`src/rtl/dmem_addr_resolve.sv`:
```
module dmem_addr_resolve #(
  parameter int AW = 12,
  parameter int DW = 8,
  parameter int BW = 4,
  parameter int NP = 3,
  parameter logic [AW-1:0] VBASE = 12'hFE0,
  parameter logic [AW-1:0] BSEL_ADDR = 12'hFF8
) (
  input  logic                 clk,
  input  logic                 rst,
  input  logic                 op_valid,
  input  logic [7:0]           op_file,
  input  logic                 op_acc,
  input  logic                 op_wr,
  input  logic [DW-1:0]        op_wdata,
  input  logic                 ext_en,
  input  logic [DW-1:0]        wreg,
  input  logic [DW-1:0]        mem_rdata,
  output logic [AW-1:0]        addr,
  output logic                 rd_en,
  output logic                 wr_en,
  output logic [DW-1:0]        rd_data,
  output logic [NP-1:0][AW-1:0] ptr_o,
  output logic [BW-1:0]        bsr_o
);
  localparam int IW = (NP > 1) ? $clog2(NP) : 1;
  localparam int NSLOT = 8;
  localparam logic [AW-1:0] WIN = AW'(NSLOT * NP);
  localparam logic [AW-1:0] ONE = AW'(1);

  logic [AW-1:0] ptr_q [2**IW];
  logic [BW-1:0] bsr_q;

  logic [AW-1:0] da, ea, d_rel, e_rel, base;
  logic [IW-1:0] d_idx, e_idx;
  logic [2:0]    d_slot, e_slot;
  logic d_virt, e_win, e_virt, e_pb, e_bsr, null_acc, mem_hit, wr_pb;

  always_comb begin
    if (op_acc)
      da = {bsr_q, op_file};
    else if (op_file >= 8'h60)
      da = {{(AW-8){op_file[7]}}, op_file};
    else if (ext_en)
      da = ptr_q[2] + AW'(op_file);
    else
      da = AW'(op_file);
  end

  assign d_rel  = da - VBASE;
  assign d_idx  = d_rel[IW+2:3];
  assign d_slot = d_rel[2:0];
  assign d_virt = (d_rel < WIN) && (d_slot <= 3'd4);
  assign base   = ptr_q[d_idx];

  assign ea = !d_virt        ? da :
              d_slot == 3'd3 ? base + ONE :
              d_slot == 3'd4 ? base + AW'(wreg) :
                               base;

  assign e_rel  = ea - VBASE;
  assign e_idx  = e_rel[IW+2:3];
  assign e_slot = e_rel[2:0];
  assign e_win  = e_rel < WIN;
  assign e_virt = e_win && (e_slot <= 3'd4);
  assign e_pb   = e_win && (e_slot == 3'd5 || e_slot == 3'd6);
  assign e_bsr  = ea == BSEL_ADDR;

  assign null_acc = d_virt && e_virt;
  assign mem_hit  = !null_acc && !e_pb && !e_bsr;
  assign wr_pb    = op_valid && op_wr && !null_acc && e_pb;

  assign addr  = ea;
  assign rd_en = op_valid && mem_hit && !op_wr;
  assign wr_en = op_valid && mem_hit && op_wr;

  assign rd_data = null_acc ? '0 :
                   e_pb     ? (e_slot == 3'd5 ? ptr_q[e_idx][DW-1:0] : DW'(ptr_q[e_idx][AW-1:8])) :
                   e_bsr    ? DW'(bsr_q) :
                              mem_rdata;

  always_ff @(posedge clk) begin
    if (rst) begin
      for (int k = 0; k < 2**IW; k++) ptr_q[k] <= '0;
      bsr_q <= '0;
    end else if (op_valid) begin
      for (int k = 0; k < NP; k++) begin
        if (wr_pb && e_idx == IW'(k)) begin
          if (e_slot == 3'd5) ptr_q[k][7:0] <= op_wdata;
          else                ptr_q[k][AW-1:8] <= op_wdata[AW-9:0];
        end else if (d_virt && !wr_pb && d_idx == IW'(k)) begin
          case (d_slot)
            3'd1, 3'd3: ptr_q[k] <= ptr_q[k] + ONE;
            3'd2:       ptr_q[k] <= ptr_q[k] - ONE;
            default:    ;
          endcase
        end
      end
      if (op_wr && !null_acc && e_bsr) bsr_q <= op_wdata[BW-1:0];
    end
  end

  for (genvar k = 0; k < NP; k++) begin : g_out
    assign ptr_o[k] = ptr_q[k];
  end
  assign bsr_o = bsr_q;
endmodule


```
`config.mk`:
```
export PLATFORM = sky130hd
export DESIGN_NAME = dmem_addr_resolve
export DESIGN_NICKNAME = d
export VERILOG_FILES = /design/src/rtl/dmem_addr_resolve.sv
export SDC_FILE = /design/constraint.sdc
export NUM_CORES = 1
export LEC_CHECK = 0
export ABC_AREA = 1
export ABC_CLOCK_PERIOD_IN_PS = 10100
export BUFFER_PORTS_ARGS = -buffer_cell sky130_fd_sc_hd__buf_2
export CAP_MARGIN = 10
export CORE_ASPECT_RATIO = 0.6
export CORE_MARGIN = 1
export CORE_UTILIZATION = 25
export DETAILED_ROUTE_END_ITERATION = 6
export SYNTH_ARGS = -nofsm -noshare
export SYNTH_HDL_FRONTEND = slang
export SYNTH_SLANG_ARGS = --single-unit
```
`constraint.sdc`:
```
create_clock -name clk -period 10.1 [get_ports clk]
set_clock_uncertainty 0.1 [all_clocks]
set_input_delay 0 -clock clk [delete_from_list [all_inputs] [get_ports clk]]
set_output_delay 0 -clock clk [all_outputs]
set_load 0.05 [all_outputs]
```
Word level (Yosys, flattened, before mapping)
Memory sizes are Yosys's and may differ from the RTL's.
Index checks and enable logic that the tools add are counted.

word-level totals
  flip-flop bits (word level) = 4
  bits in writable memories = 48
  bits of input ports = 38
  output and inout port bits = 62
  word-level logic and storage cells = 166
  memories kept = 1

memories
  memory  words  bits a word  read ports  clocked after memory_dff  write ports  RTL line  RTL
  ptr_q   4      12           5           0                         4            31        logic [AW-1:0] ptr_q [2**IW];

cells by class
  $add $sub $neg = 11
  $lt $le $gt $ge = 5
  eq/ne operators = 11
  mux-type cells = 88
  bitwise gates (word level) = 18
  reductions and logical operators = 31

operators by type and width
  cell                      number
  $mux W8                   13
  $mux W12                  6
  $mux W1                   60
  $add A12 B1 Y12 const B   4
  $mux W4                   9
  $sub A12 B1 Y12 const B   3
  $add A12 B8 Y12           2
  $lt A12 B5 Y1 const B     2
  $sub A12 B12 Y12 const B  2
  $logic_and A1 B1 Y1       21
  $or A1 B1 Y1              18
  $eq A12 B12 Y1 const B    1
  $eq A3 B3 Y1 const B      3
  $ge A8 B7 Y1 const B      1
  $eq A3 B2 Y1 const B      2
  $le A3 B3 Y1 const B      2
  $logic_not A1 Y1          5
  $eq A2 B1 Y1 const B      2
  $eq A2 B2 Y1 const B      2
  $logic_not A2 Y1          2
  $eq A3 B1 Y1 const B      1
  $reduce_and A2 Y1         1
  $reduce_or A2 Y1          1
  $logic_or A1 B1 Y1        1

Longest topological paths before layout
An unclocked memory read counts as a cell.

  depth in word-level cells = 28
  depth in mapped cells = 44
  depth with buffers taken out = 44

Least setup slack after synthesis
Ideal clock, no wire load.

  path kind = reg-to-output
  start point = mem ptr_q[2][0]
  end point = out rd_en
  arrival = 6.890 ns
  data required time = 10.000 ns
  path slack = 3.110 ns
  cell stages (with the launch flop) = 34
  path buffers = 1
  path through = edfxtp_1 -> ha_1 -> inv_1 -> fa_1 -> inv_1 -> nand2_1 -> nand2_1 -> nand3_1 -> nand3_1 -> nand2_2 -> buf_4 -> a21oi_1 -> nor2_2 -> ha_1 -> fa_1 -> nand3_1 -> nand2_1 -> a21oi_1 -> o21ai_0 -> xor2_1 -> nand2_1 -> nand3_1 -> o21ai_2 -> ha_1 -> nand2_1 -> nor2_2 -> nand2_1 -> nor2_2 -> nand2_1 -> nand2_1 -> nor2_1 -> nand3_1 -> clkinv_1 -> nor4b_1

RTL lines
  what             RTL line  RTL
  start, declared  31
  end, declared    20        output logic rd_en,

==> results.py <==
metrics = {
    "synth": {
        "synth.yosys.seq_area_share_pct": 17.3,
        "async_flop_share_pct": 0,
        "yosys_warnings": 0,
        "synth.area.top_cells": "edfxtp_1 (16%), nand2_1 (16%), nand3_1 (9.0%), inv_1 (8.7%), nor2_1 (6.8%)",
        "yosysTopAreaCellShare_pct": 16.1,
        "syn-num-nets": 1182,
        "synth_cells": 1117,
        "synth_top_area_cell": "edfxtp_1",
        "synth_commonest_cells": "nand2_1 (282), inv_1 (155), nor2_1 (122)",
        "synth.distinct_cells": 53,
        "avgSynthCellArea_um2": 6.00,
        "ys.flop_type": "edfxtp_1",
        "netlist_area_um2": 6700,
        "yosysMostFrequentCell": "nand2_1",
        "synth_edf_count": 36,
        "synth-seq-cells": 40,
    },
    "clocking": {
        "cts_made_buffers": 5,
        "cts_buffer_depth": 2,
        "cts_tree": "yes",
        "clk_pin_slew_ns": 0.07,
        "clk_latency_ns": 0.30,
        "cts_sinks": 40,
        "cts-root-buf": "clkbuf_16",
        "cts_setup_buffers": 0,
        "htreeDepth": 2,
    },
    "worst_setup_path": {
        "setup.worst_path.start": "ptr_q[2][0]",
        "cp-endpoint": "ptr_q[2][4]",
        "crit_slowest_cell": "edfxtp_1",
        "cp-start-kind": "register",
        "worstReg2RegEnd": "ptr_q[2][4]",
        "worst_path_largest_cell_delay_ns": 0.42,
        "ff2ff_path_depth": 39,
        "worstPathArrival_ns": 6.67,
        "r2r_slack_ns": 3.30,
        "endpoint_kind": "register",
        "cp_max_fo": 13,
        "path_class": "reg -> reg",
        "reg2reg_from": "ptr_q[2][0]",
        "critPathMostFrequentCell": "nand2_1",
        "cp.required_ns": 9.97,
    },
    "job": {
        "max-cap-violations": 0,
    },
    "sta": {
        "min_period_ns": 6.80,
        "final.setup.tns_ns": 0,
        "tightest_slew_ns": 0.802,
        "slew_headroom_pct": 46.4,
        "fin_hold_ws_ns": 0.0802,
        "setup_ws_ns": 3.30,
        "hold_viol_final": 0,
        "clock.fmax_mhz": 147,
        "drv_slew": 0,
        "grt_setup_unrepaired": "no",
        "period_share_pct": 67.4,
        "finalSetupViolCount": 0,
    },
    "final_layout": {
        "nets": 1268,
        "insertedDiodeCount": 0,
        "drive_gt1_share_pct": 16.7,
        "syn_to_final_growth_pct": 14.5,
    },
    "route": {
        "ant_nets": 0,
        "vias": 7947,
        "wirelength_mm": 27.9,
        "dr.pass1.iters": 7,
        "viasPerCell": 5.08,
        "detailedRoute.firstIterationViolations": 891,
        "routedWlPerCell_um": 17.8,
        "drc_errors": 1,
    },
    "floorplan": {
        "die_w_um": 213,
        "dieArea_um2": 27500,
        "die_h_um": 129,
        "start_util_pct": 25.4,
        "coreArea_um2": 26400,
        "rows": 46,
        "io_pins": 100,
    },
    "worst_hold_path": {
        "whs_path_depth": 3,
        "hp-class": "in -> reg",
    },
    "power": {
        "power.density_nw_per_um2": 88.1,
        "power.leakage_uw": 0.00373,
        "ir_worst_vdd_mv": 0.0793,
    },
    "place": {
        "finalWeightedCongestion": 1.01,
        "hpwl_mm": 23.5,
        "numPortBuffers": 99,
        "dp_slack_ns": 3.43,
    },
    "status": {
        "status": "complete, but fails checks",
        "failed_checks": "DRC",
    },
    "grt": {
        "met3_usage_pct": 7.42,
        "grt_pass1_vias": 7070,
        "antenna_found_initial": 1,
        "grt_pass1_wl_mm": 42.1,
        "grtUsageMet1_pct": 31.8,
        "grt_remaining_overflow": 0,
        "grt_max_degree": 23,
        "top_usage_layer": "met1",
        "grt_use_met2_pct": 26.3,
        "grt_usage_pct": 20.4,
    },
}
## layer usage
metal  routed length [um]  vias to the layer above
li1                     -                     3837
met5                    9                        -
met1                13800                     3645
met4                  259                        2
met3                 3720                       27
met2                10100                      436
## how the worst min path moves through the flow
stage                startpoint     endpoint
floorplan                 op_wr        rd_en
global placement    op_wdata[2]     bsr_o[2]
detailed placement  op_wdata[2]     bsr_o[2]
CTS                 op_wdata[0]     bsr_o[0]
global route        op_wdata[7]  ptr_q[2][7]
finish              op_wdata[0]     bsr_o[0]
## state kept, by name (all words and copies together), names as in the netlist
name	cells
bsr_o	4
ptr_q	36
## final cells by class
type / count / area, um^2
Clock buffer: 5 / 125
Clock inverter: 3 / 42.5
Fill cell: 3046 / 18700
Inverter: 170 / 638
Multi-Input combinational cell: 884 / 4730
Sequential cell: 40 / 1160
Tap cell: 360 / 450
Timing Repair Buffer: 102 / 526
## per-stage QoR
stage | instance area, um^2 | power [uW] | cells | utilization [%]
after floorplan | 6700 | 404 | 1117 | -
after global placement | 7480 | 482 | 1553 | 28.4
after detailed placement | 7480 | 482 | 1553 | 28.4
after CTS | 7680 | 671 | 1564 | 29.1
after global routing | 7680 | 713 | 1564 | 29.1
final | 7680 | 676 | 1564 | 29.1
## cells in the final DEF, fill, tap and decap left out, drive strengths merged, types with 25 or more instances in the layout
cell,count
nand2,305
inv,168
nor2,145
nand3,137
buf,99
a21oi,65
o21ai,65
xor2,43
edfxtp,36
nor3,27
ha,25
## power breakdown
group	internal [uW]	switching, uW	total (uW)
clock	116	71.2	187
sequential	185	12.4	198
combinational	80.1	211	291
total	381	294	676
## repair_timing
action | in CTS | in global routing
endpoints found under the hold margin | 3 | 0
hold buffers | 3 | 0
resized for setup | 0 | 0
## kinds of logic (layout without fill, tap and decap cells)
group	after synthesis	count (layout)	share of synthesized area [%]
flops	40	40	17.3
xor+xnor	46	46	6.01
simple gates	644	644	44.8
compound gates	167	167	14.6
buf+inv	193	280	12.1
fa+ha+maj	27	27	5.26
## worst max-delay path, delay by kind of cell, from the launching register on
| family | cells | cell delay (ns) |
|---|---|---|
| AND/OR/NAND/NOR | 26 | 3.29 |
| buffers and inverters | 4 | 0.40 |
| adder cells (fa/ha/maj) | 5 | 1.52 |
| flip-flops | 1 | 0.42 |
| AO/OA/AOI/OAI | 3 | 0.50 |
| XOR/XNOR | 1 | 0.17 |
No activity file was read; power rests on OpenSTA's default activity.
